--- src/rtl/async_tx_pkg.sv ---
package async_tx_pkg;
  localparam int unsigned BUS_W  = 8;
  localparam int unsigned ADDR_W = 3;

  localparam logic [ADDR_W-1:0] ADDR_DATA_DIVLO = 3'd0;
  localparam logic [ADDR_W-1:0] ADDR_AUX_DIVHI  = 3'd1;
  localparam logic [ADDR_W-1:0] ADDR_LINE_CFG   = 3'd3;

  localparam int unsigned CFG_BANK_BIT   = 7;
  localparam int unsigned CFG_BREAK_BIT  = 6;
  localparam int unsigned CFG_STICK_BIT  = 5;
  localparam int unsigned CFG_EVEN_BIT   = 4;
  localparam int unsigned CFG_PAREN_BIT  = 3;
  localparam int unsigned CFG_LSTOP_BIT  = 2;

  typedef enum logic [2:0] {
    PH_IDLE, PH_START, PH_DATA, PH_PARITY, PH_STOP
  } phase_t;

  typedef struct packed {
    logic   loadFrame;
    logic   shiftData;
    phase_t phase;
  } ctrl_strobe_t;

  typedef struct packed {
    logic [1:0] wordLen;
    logic       parEn;
    logic       longStop;
  } frame_fmt_t;
endpackage

--- src/rtl/async_tx_dp.sv ---
module async_tx_dp
  import async_tx_pkg::*;
#(
  parameter int unsigned DIV_W = 16
) (
  input  logic                 clk,
  input  logic                 rstN,
  input  logic                 wrEn,
  input  logic [ADDR_W-1:0]    wrAddr,
  input  logic [BUS_W-1:0]     wrData,
  input  ctrl_strobe_t         strobe,
  output logic                 holdFull,
  output logic                 baudTick,
  output frame_fmt_t           fmt,
  output logic                 lineBrk,
  output logic [DIV_W-1:0]     divisorEff,
  output logic                 txOut
);
  localparam int unsigned HI_W = DIV_W - BUS_W;

  logic [BUS_W-1:0] lineCfg;
  logic [DIV_W-1:0] divisor;
  logic [DIV_W-1:0] baudCnt;
  logic [BUS_W-1:0] holdReg;
  logic [BUS_W-1:0] shiftReg;
  logic             parityBit;
  logic             lineBit;

  logic bankSel, wrHold, wrDivLo, wrDivHi, wrCfg, baudRun;
  logic [BUS_W-1:0] wordMask;
  logic             dataOdd, parityNext;

  assign bankSel = lineCfg[CFG_BANK_BIT];
  assign wrHold  = wrEn && (wrAddr == ADDR_DATA_DIVLO) && !bankSel;
  assign wrDivLo = wrEn && (wrAddr == ADDR_DATA_DIVLO) && bankSel;
  assign wrDivHi = wrEn && (wrAddr == ADDR_AUX_DIVHI) && bankSel;
  assign wrCfg   = wrEn && (wrAddr == ADDR_LINE_CFG);
  assign lineBrk = lineCfg[CFG_BREAK_BIT];

  // Register bank
  always_ff @(posedge clk or negedge rstN) begin
    if (!rstN) begin
      lineCfg <= '0;
      divisor <= '0;
    end else begin
      if (wrCfg)   lineCfg <= wrData;
      if (wrDivLo) divisor[BUS_W-1:0] <= wrData;
      if (wrDivHi) divisor[DIV_W-1:BUS_W] <= wrData[HI_W-1:0];
    end
  end

  // Baud tick: counter held at zero while idle so every frame starts aligned
  assign divisorEff = (divisor == '0) ? DIV_W'(1) : divisor;
  assign baudRun    = (strobe.phase != PH_IDLE);
  assign baudTick   = baudRun && (baudCnt == divisorEff - DIV_W'(1));

  always_ff @(posedge clk or negedge rstN) begin
    if (!rstN)                     baudCnt <= '0;
    else if (!baudRun || baudTick) baudCnt <= '0;
    else                           baudCnt <= baudCnt + DIV_W'(1);
  end

  // Parity computed on the masked byte when it leaves the holding register
  assign wordMask = 8'hFF >> (2'd3 - lineCfg[1:0]);
  assign dataOdd  = ^(holdReg & wordMask);

  always_comb begin
    if (lineCfg[CFG_STICK_BIT]) parityNext = ~lineCfg[CFG_EVEN_BIT];
    else if (lineCfg[CFG_EVEN_BIT]) parityNext = dataOdd;
    else parityNext = ~dataOdd;
  end

  always_ff @(posedge clk or negedge rstN) begin
    if (!rstN) begin
      holdFull  <= 1'b0;
      holdReg   <= '0;
      shiftReg  <= '0;
      parityBit <= 1'b0;
      fmt       <= '0;
    end else begin
      if (wrHold)                holdFull <= 1'b1;
      else if (strobe.loadFrame) holdFull <= 1'b0;
      if (wrHold) holdReg <= wrData;
      if (strobe.loadFrame) begin
        shiftReg      <= holdReg;
        parityBit     <= parityNext;
        fmt.wordLen   <= lineCfg[1:0];
        fmt.parEn     <= lineCfg[CFG_PAREN_BIT];
        fmt.longStop  <= lineCfg[CFG_LSTOP_BIT];
      end else if (strobe.shiftData) begin
        shiftReg <= shiftReg >> 1;
      end
    end
  end

  always_comb begin
    unique case (strobe.phase)
      PH_START:  lineBit = 1'b0;
      PH_DATA:   lineBit = shiftReg[0];
      PH_PARITY: lineBit = parityBit;
      default:   lineBit = 1'b1;
    endcase
  end

  assign txOut = lineBrk ? 1'b0 : lineBit;
endmodule

--- src/rtl/async_tx_ctrl.sv ---
module async_tx_ctrl
  import async_tx_pkg::*;
#(
  parameter int unsigned OVS = 16
) (
  input  logic         clk,
  input  logic         rstN,
  input  logic         holdFull,
  input  logic         baudTick,
  input  frame_fmt_t   fmt,
  output ctrl_strobe_t strobe,
  output logic         busy
);
  localparam int unsigned STOP_MAX = 2 * OVS;
  localparam int unsigned TCW      = $clog2(STOP_MAX + 1);
  localparam logic [TCW-1:0] BIT_LAST   = TCW'(OVS - 1);
  localparam logic [TCW-1:0] STOP1_LAST = TCW'(OVS - 1);
  localparam logic [TCW-1:0] STOPH_LAST = TCW'(OVS + OVS / 2 - 1);
  localparam logic [TCW-1:0] STOP2_LAST = TCW'(STOP_MAX - 1);

  phase_t         phase, phaseNext;
  logic [TCW-1:0] tickCnt, stopLast;
  logic [2:0]     bitIdx;
  logic           bitEnd, stopEnd, phaseEnd, lastData;

  always_comb begin
    if (!fmt.longStop)           stopLast = STOP1_LAST;
    else if (fmt.wordLen == 2'd0) stopLast = STOPH_LAST;
    else                         stopLast = STOP2_LAST;
  end

  assign bitEnd   = baudTick && (tickCnt == BIT_LAST);
  assign stopEnd  = baudTick && (tickCnt == stopLast);
  assign phaseEnd = (phase == PH_STOP) ? stopEnd : bitEnd;
  assign lastData = (bitIdx == {1'b1, fmt.wordLen});

  always_comb begin
    phaseNext = phase;
    unique case (phase)
      PH_IDLE:   if (holdFull) phaseNext = PH_START;
      PH_START:  if (bitEnd) phaseNext = PH_DATA;
      PH_DATA:   if (bitEnd && lastData) phaseNext = fmt.parEn ? PH_PARITY : PH_STOP;
      PH_PARITY: if (bitEnd) phaseNext = PH_STOP;
      PH_STOP:   if (stopEnd) phaseNext = PH_IDLE;
      default:   phaseNext = PH_IDLE;
    endcase
  end

  always_ff @(posedge clk or negedge rstN) begin
    if (!rstN) begin
      phase   <= PH_IDLE;
      tickCnt <= '0;
      bitIdx  <= '0;
    end else begin
      phase <= phaseNext;
      if (phase == PH_IDLE || phaseEnd) tickCnt <= '0;
      else if (baudTick)                tickCnt <= tickCnt + TCW'(1);
      if (phase == PH_START)                bitIdx <= '0;
      else if (phase == PH_DATA && bitEnd) bitIdx <= bitIdx + 3'd1;
    end
  end

  assign strobe.loadFrame = (phase == PH_IDLE) && holdFull;
  assign strobe.shiftData = (phase == PH_DATA) && bitEnd;
  assign strobe.phase     = phase;
  assign busy             = (phase != PH_IDLE) || holdFull;
endmodule

--- src/rtl/async_tx_top.sv ---
module async_tx_top
  import async_tx_pkg::*;
#(
  parameter int unsigned DIV_W = 16,
  parameter int unsigned OVS   = 16
) (
  input  logic        clk,
  input  logic        rstN,
  input  logic        wrEn,
  input  logic [2:0]  wrAddr,
  input  logic [7:0]  wrData,
  output logic        txOut,
  output logic        busy
);
  ctrl_strobe_t     strobe;
  frame_fmt_t       fmt;
  logic             holdFull, baudTick, lineBrk;
  logic [DIV_W-1:0] divisorEff;

  async_tx_dp #(.DIV_W(DIV_W)) dp_i (
    .clk(clk), .rstN(rstN), .wrEn(wrEn), .wrAddr(wrAddr), .wrData(wrData),
    .strobe(strobe), .holdFull(holdFull), .baudTick(baudTick), .fmt(fmt),
    .lineBrk(lineBrk), .divisorEff(divisorEff), .txOut(txOut)
  );

  async_tx_ctrl #(.OVS(OVS)) ctrl_i (
    .clk(clk), .rstN(rstN), .holdFull(holdFull), .baudTick(baudTick),
    .fmt(fmt), .strobe(strobe), .busy(busy)
  );
endmodule

--- config.mk ---
export PLATFORM = sky130hd
export DESIGN_NAME = async_tx_top
export DESIGN_NICKNAME = d
export VERILOG_FILES = /design/src/rtl/async_tx_pkg.sv /design/src/rtl/async_tx_dp.sv /design/src/rtl/async_tx_ctrl.sv /design/src/rtl/async_tx_top.sv
export SDC_FILE = /design/constraint.sdc
export NUM_CORES = 1
export LEC_CHECK = 0
export ABC_CLOCK_PERIOD_IN_PS = 5300
export CAP_MARGIN = 20
export CORE_UTILIZATION = 45
export CTS_BUF_LIST = sky130_fd_sc_hd__clkbuf_4
export DETAILED_ROUTE_END_ITERATION = 8
export PLACE_DENSITY = 0.65
export SKIP_CTS_REPAIR_TIMING = 1
export SLEW_MARGIN = 15
export SYNTH_ARGS = -nofsm -noshare
export SYNTH_HDL_FRONTEND = slang
export SYNTH_HIERARCHICAL = 1
export SYNTH_SLANG_ARGS = --single-unit
--- constraint.sdc ---
create_clock -name clk -period 5.3 [get_ports clk]
set_clock_uncertainty 0.15 [all_clocks]
set_input_delay 0.53 -clock clk [delete_from_list [all_inputs] [get_ports clk]]
set_output_delay 0.53 -clock clk [all_outputs]
set_load 0.01 [all_outputs]
# Yosys cells after proc, flatten, opt, wreduce, memory -nomap -nowiden
# Index checks and enable logic that the tools add are counted.
# op_classes
n_mux	24
n_shift	1
reduce_logical	28
n_bitwise	3
eq_ne	15
add_sub_neg	5
# op_table
cell	n
two-way mux 16 bit	2
two-way mux 3 bit	8
adder 16 x 1 -> 16 bit, second input constant	1
equality test 16 bit	1
logical NOT 16 bit	1
two-way mux 8 bit	2
subtractor 16 x 1 -> 16 bit, second input constant	1
one-hot mux 3 bit (5 select lines)	1
logical AND 1 bit	12
two-way mux 6 bit	2
equality test 3 x 2 -> 1 bit, second input constant	3
AND 8 bit	1
inequality test 2 x 1 -> 1 bit, second input constant	4
nonzero test 2 bit	4
parity 8 bit	1
>> shifter 8 x 2 -> 8 bit, first input constant	1
adder 6 x 1 -> 6 bit, second input constant	1
equality test 3 x 1 -> 1 bit, second input constant	2
equality test 6 x 4 -> 1 bit, second input constant	1
equality test 6 x 5 -> 1 bit	1
logical NOT 3 bit	2
two-way mux 1 bit	6
two-way mux 5 bit	1
AND reduction 5 bit	1
12 further kinds	16
# totals
register_bits	74
in_bits	14
out_inout_bits	2

# Depth between registers and ports, before layout
# logic_depth
ltp_word	9
ltp_mapped	17
ltp_nobuf	14

# Modules after synthesis
# Netlist, hierarchy kept.
# modules_own_cells
module	n_inst	area_each_um2	cells_per_inst
async_tx_dp	1	3397.0	313
async_tx_ctrl	1	799.5	84

# Worst setup path after synthesis
# Ideal clock, no wire load.
# synth_path
path_type	reg-to-reg
startpoint	register dp_i.divisor[4]
endpoint	register dp_i.shiftReg[2]
path_buffers	3
t_arrival_ns	3.869
period_less_slack_ns	4.156
slack_ns	1.144
required_ns	5.013
path_stages_with_launch	18
path_cell_list	dfrtp_1 buf_2 or4_4 nor2_1 a41oi_1 ha_1 nor3b_1 and3_1 xnor2_1 o211ai_1 nand4b_1 nor4_1 buf_4 nand4_2 nor3_1 clkbuf_1 mux2i_1 o21ai_0
# synth_lines
element	line	text
start: declaration	async_tx_dp.sv:22	logic [DIV_W-1:0] divisor;
start signal: indexed assignment	async_tx_dp.sv:47	if (wrDivLo) divisor[BUS_W-1:0] <= wrData;
start signal: indexed assignment	async_tx_dp.sv:48	if (wrDivHi) divisor[DIV_W-1:BUS_W] <= wrData[HI_W-1:0];
end signal: assignment	async_tx_dp.sv:85	shiftReg <= holdReg;
end signal: assignment	async_tx_dp.sv:91	shiftReg <= shiftReg >> 1;
end: declaration	async_tx_dp.sv:25	logic [BUS_W-1:0] shiftReg;

# Worst setup path in the final report
# layout_path
startpoint	register dp_i.divisor[4]
endpoint	register ctrl_i.tickCnt[0]
# layout_via
elab_chain_cells	9
elab_cells_between_ends	11
cone_classes	1 x add/sub; 1 x eq/ne; 3 x mux; 6 x reduce/logical
# layout_lines
element	line	text
logical NOT 16 bit	async_tx_dp.sv:53	assign divisorEff = (divisor == '0) ? DIV_W'(1) : divisor;
two-way mux 16 bit (*)	async_tx_dp.sv:53	
subtractor 16 x 1 -> 16 bit (*)	async_tx_dp.sv:55	assign baudTick = baudRun && (baudCnt == divisorEff - DIV_W'(1));
equality test 16 bit (*)	async_tx_dp.sv:55	
logical AND 1 bit (*)	async_tx_dp.sv:55	
named net baudTick	async_tx_top.sv:17	logic holdFull, baudTick, lineBrk;
logical AND 1 bit, on equally long branches	async_tx_ctrl.sv:32, async_tx_ctrl.sv:33	
two-way mux 1 bit	async_tx_ctrl.sv:34	assign phaseEnd = (phase == PH_STOP) ? stopEnd : bitEnd;
logical OR 1 bit	async_tx_ctrl.sv:56	if (phase == PH_IDLE || phaseEnd) tickCnt <= '0;
two-way mux 6 bit or nonzero test 2 bit (tied branches)	-	
end signal: assignment	async_tx_ctrl.sv:57	else if (baudTick) tickCnt <= tickCnt + TCW'(1);
end: declaration	async_tx_ctrl.sv:22	logic [TCW-1:0] tickCnt, stopLast;
# The timed path passes the listed nets; every way through them passes the cells marked *.
# A chain may end at the register's enable or synchronous reset.

==> results_dict.tcl <==
set metrics [dict create \
    peakVddDrop_mv 0.203 \
    ant_nets 0 \
    clock_path_buffers 2 \
    drt_iter0_drc 122 \
    worstSetupEndpointType "flop" \
    placementRows 34 \
    gp_congestion 0.859 \
    post-place-ws_ps 789 \
    cts_tree "built" \
    setup_tns_ps 0 \
    core_area_sq_um 8810 \
    initial_utilization 0.469 \
    timing.hold.ws_ps 71.5 \
    power.leakage_uw 0.00184 \
    syn_area_sq_um 4130 \
    nFillCells 796 \
    vias 2859 \
    slew_violations 0 \
    regArea_sq_um 1850 \
    synth.avg_cell_area_sq_um 10.8 \
    route.detailed.drc 0 \
    worst_slack_ps 810 \
    grt_pass1_vias 2833 \
    hold_viol 0 \
    maxSlewHeadroom 0.382 \
    final_cell_area_sq_um 4510 \
    antenna_found_initial 0 \
    clock-sinks 74 \
    synth_warnings 6 \
    die_height_microns 97.8 \
    fin_nets 415 \
    syn_to_final_growth_pct 9.27 \
    clock_latency_ps 430 \
    overflow 0 \
    layout_commonest_cell "dfrtp_1" \
    worst_pin_slew_ps 927 \
    cp_max_fo 8 \
    syn_nets 399 \
    final_cell_mix "dfrtp_1 (74), mux2_2 (38), nand2_1 (29)" \
    placed_area_sq_um 4380 \
    path_class "reg -> reg" \
    design.portCount 16 \
    io_buffers 15 \
    hold_class "in -> async" \
    wirelength_microns 8330 \
    hpwlAfterDp_microns 6080 \
    startpoint_type "flop" \
    setup_viol_count_final 0 \
    total_power_uw 1790 \
    synthCells 381 \
    dieArea_sq_um 9570 \
    grt_usage 0.193 \
    post-route-period-util 0.847 \
    die_x_microns 97.8 \
    powerDensity_nw_per_um2 398 \
    status "finished, final reports clean" \
    grt_pass1_wl_microns 14400 \
    clk_pin_slew_ps 130 \
    period_needed_ps 4490 \
    multiInputGateArea_sq_um 2180 \
    maxCapViolCount 0 \
    grt_max_degree 75 \
    first_pass_iters 4 \
    cp.arrival_ps 4660 \
    drive_gt1_frac 0.227 \
    htree_levels 3 \
    rsz0062_at_grt "false" \
    vias_per_cell 5.62 \
    cts_root_buffer "clkbuf_4" \
    crit_required_ps 5470 \
    clock.fmax_ghz 0.223 \
    wire_per_inst_microns 16.4 \
    cts_buffers 9 \
    n_antenna_cell 0 \
]
cell type report:
cell class / instances / share of cell area
inverter: 8 / 0.00665
clock buffer: 9 / 0.0150
sequential: 74 / 0.410
clock inverter: 6 / 0.0147
tap: 108 / 0.0299
timing repair buffer: 20 / 0.0410
multi-input combinational: 284 / 0.482
metal layers:
metal / track usage / vias up / wire [microns]
met5: 0 / - / 0
met4: 0.0594 / 0 / 113
met3: 0.0365 / 11 / 245
met2: 0.302 / 42 / 3850
met1: 0.274 / 1403 / 4130
li1: - / 1403 / -
final timing paths:
check / from / to / slack (ps) / depth (start not counted)
worst max-delay path: dp_i/divisor[4] / ctrl_i/tickCnt[0] / 810 / 15
worst min-delay path: rstN / ctrl_i/tickCnt[5] / 70 / 1
worst max register to register: dp_i/divisor[4] / ctrl_i/tickCnt[0] / 810 / 15
worst min register to register: dp_i/lineCfg[2] / dp_i/fmt[0] / 360 / 1
max in group asynchronous: rstN / dp_i/holdReg[6] / 4330 / 1
min in group clk: dp_i/lineCfg[2] / dp_i/fmt[0] / 360 / 1
metrics by stage:
step,util,std cells
5_1_grt,0.513,509
2_1_floorplan,-,381
6_report,0.513,509
4_1_cts,0.513,509
3_3_place_gp,0.496,493
3_5_place_dp,0.497,494
registers in the layout (all words and copies together) (netlist names):
signal,count
dp_i/baudCnt,16
dp_i/divisor,16
dp_i/holdReg,8
dp_i/lineCfg,8
dp_i/shiftReg,8
ctrl_i/tickCnt,6
dp_i/fmt,4
ctrl_i/bitIdx,3
ctrl_i/phase,3
dp_i/holdFull,1
dp_i/parityBit,1
power breakdown:
| part | switching, uW | internal [uW] |
|---|---|---|
| clock network | 202 | 142 |
| logic | 268 | 303 |
| registers | 181 | 698 |
| total | 651 | 1140 |
worst max-delay path: stages, from the launching register on:
cell and delay [ps]:
dfrtp_1 530, or4_4 210, nor2_1 40, a41oi_1 290, ha_1 280, nor3b_1 630
and3_1 310, xnor2_1 80, o211ai_1 180, nand4b_1 220, nor4_1 310, buf_4 200
nand3_2 90, or4b_4 540, o221ai_4 250, nor2_1 80
Power figures use the tool's default switching activity.
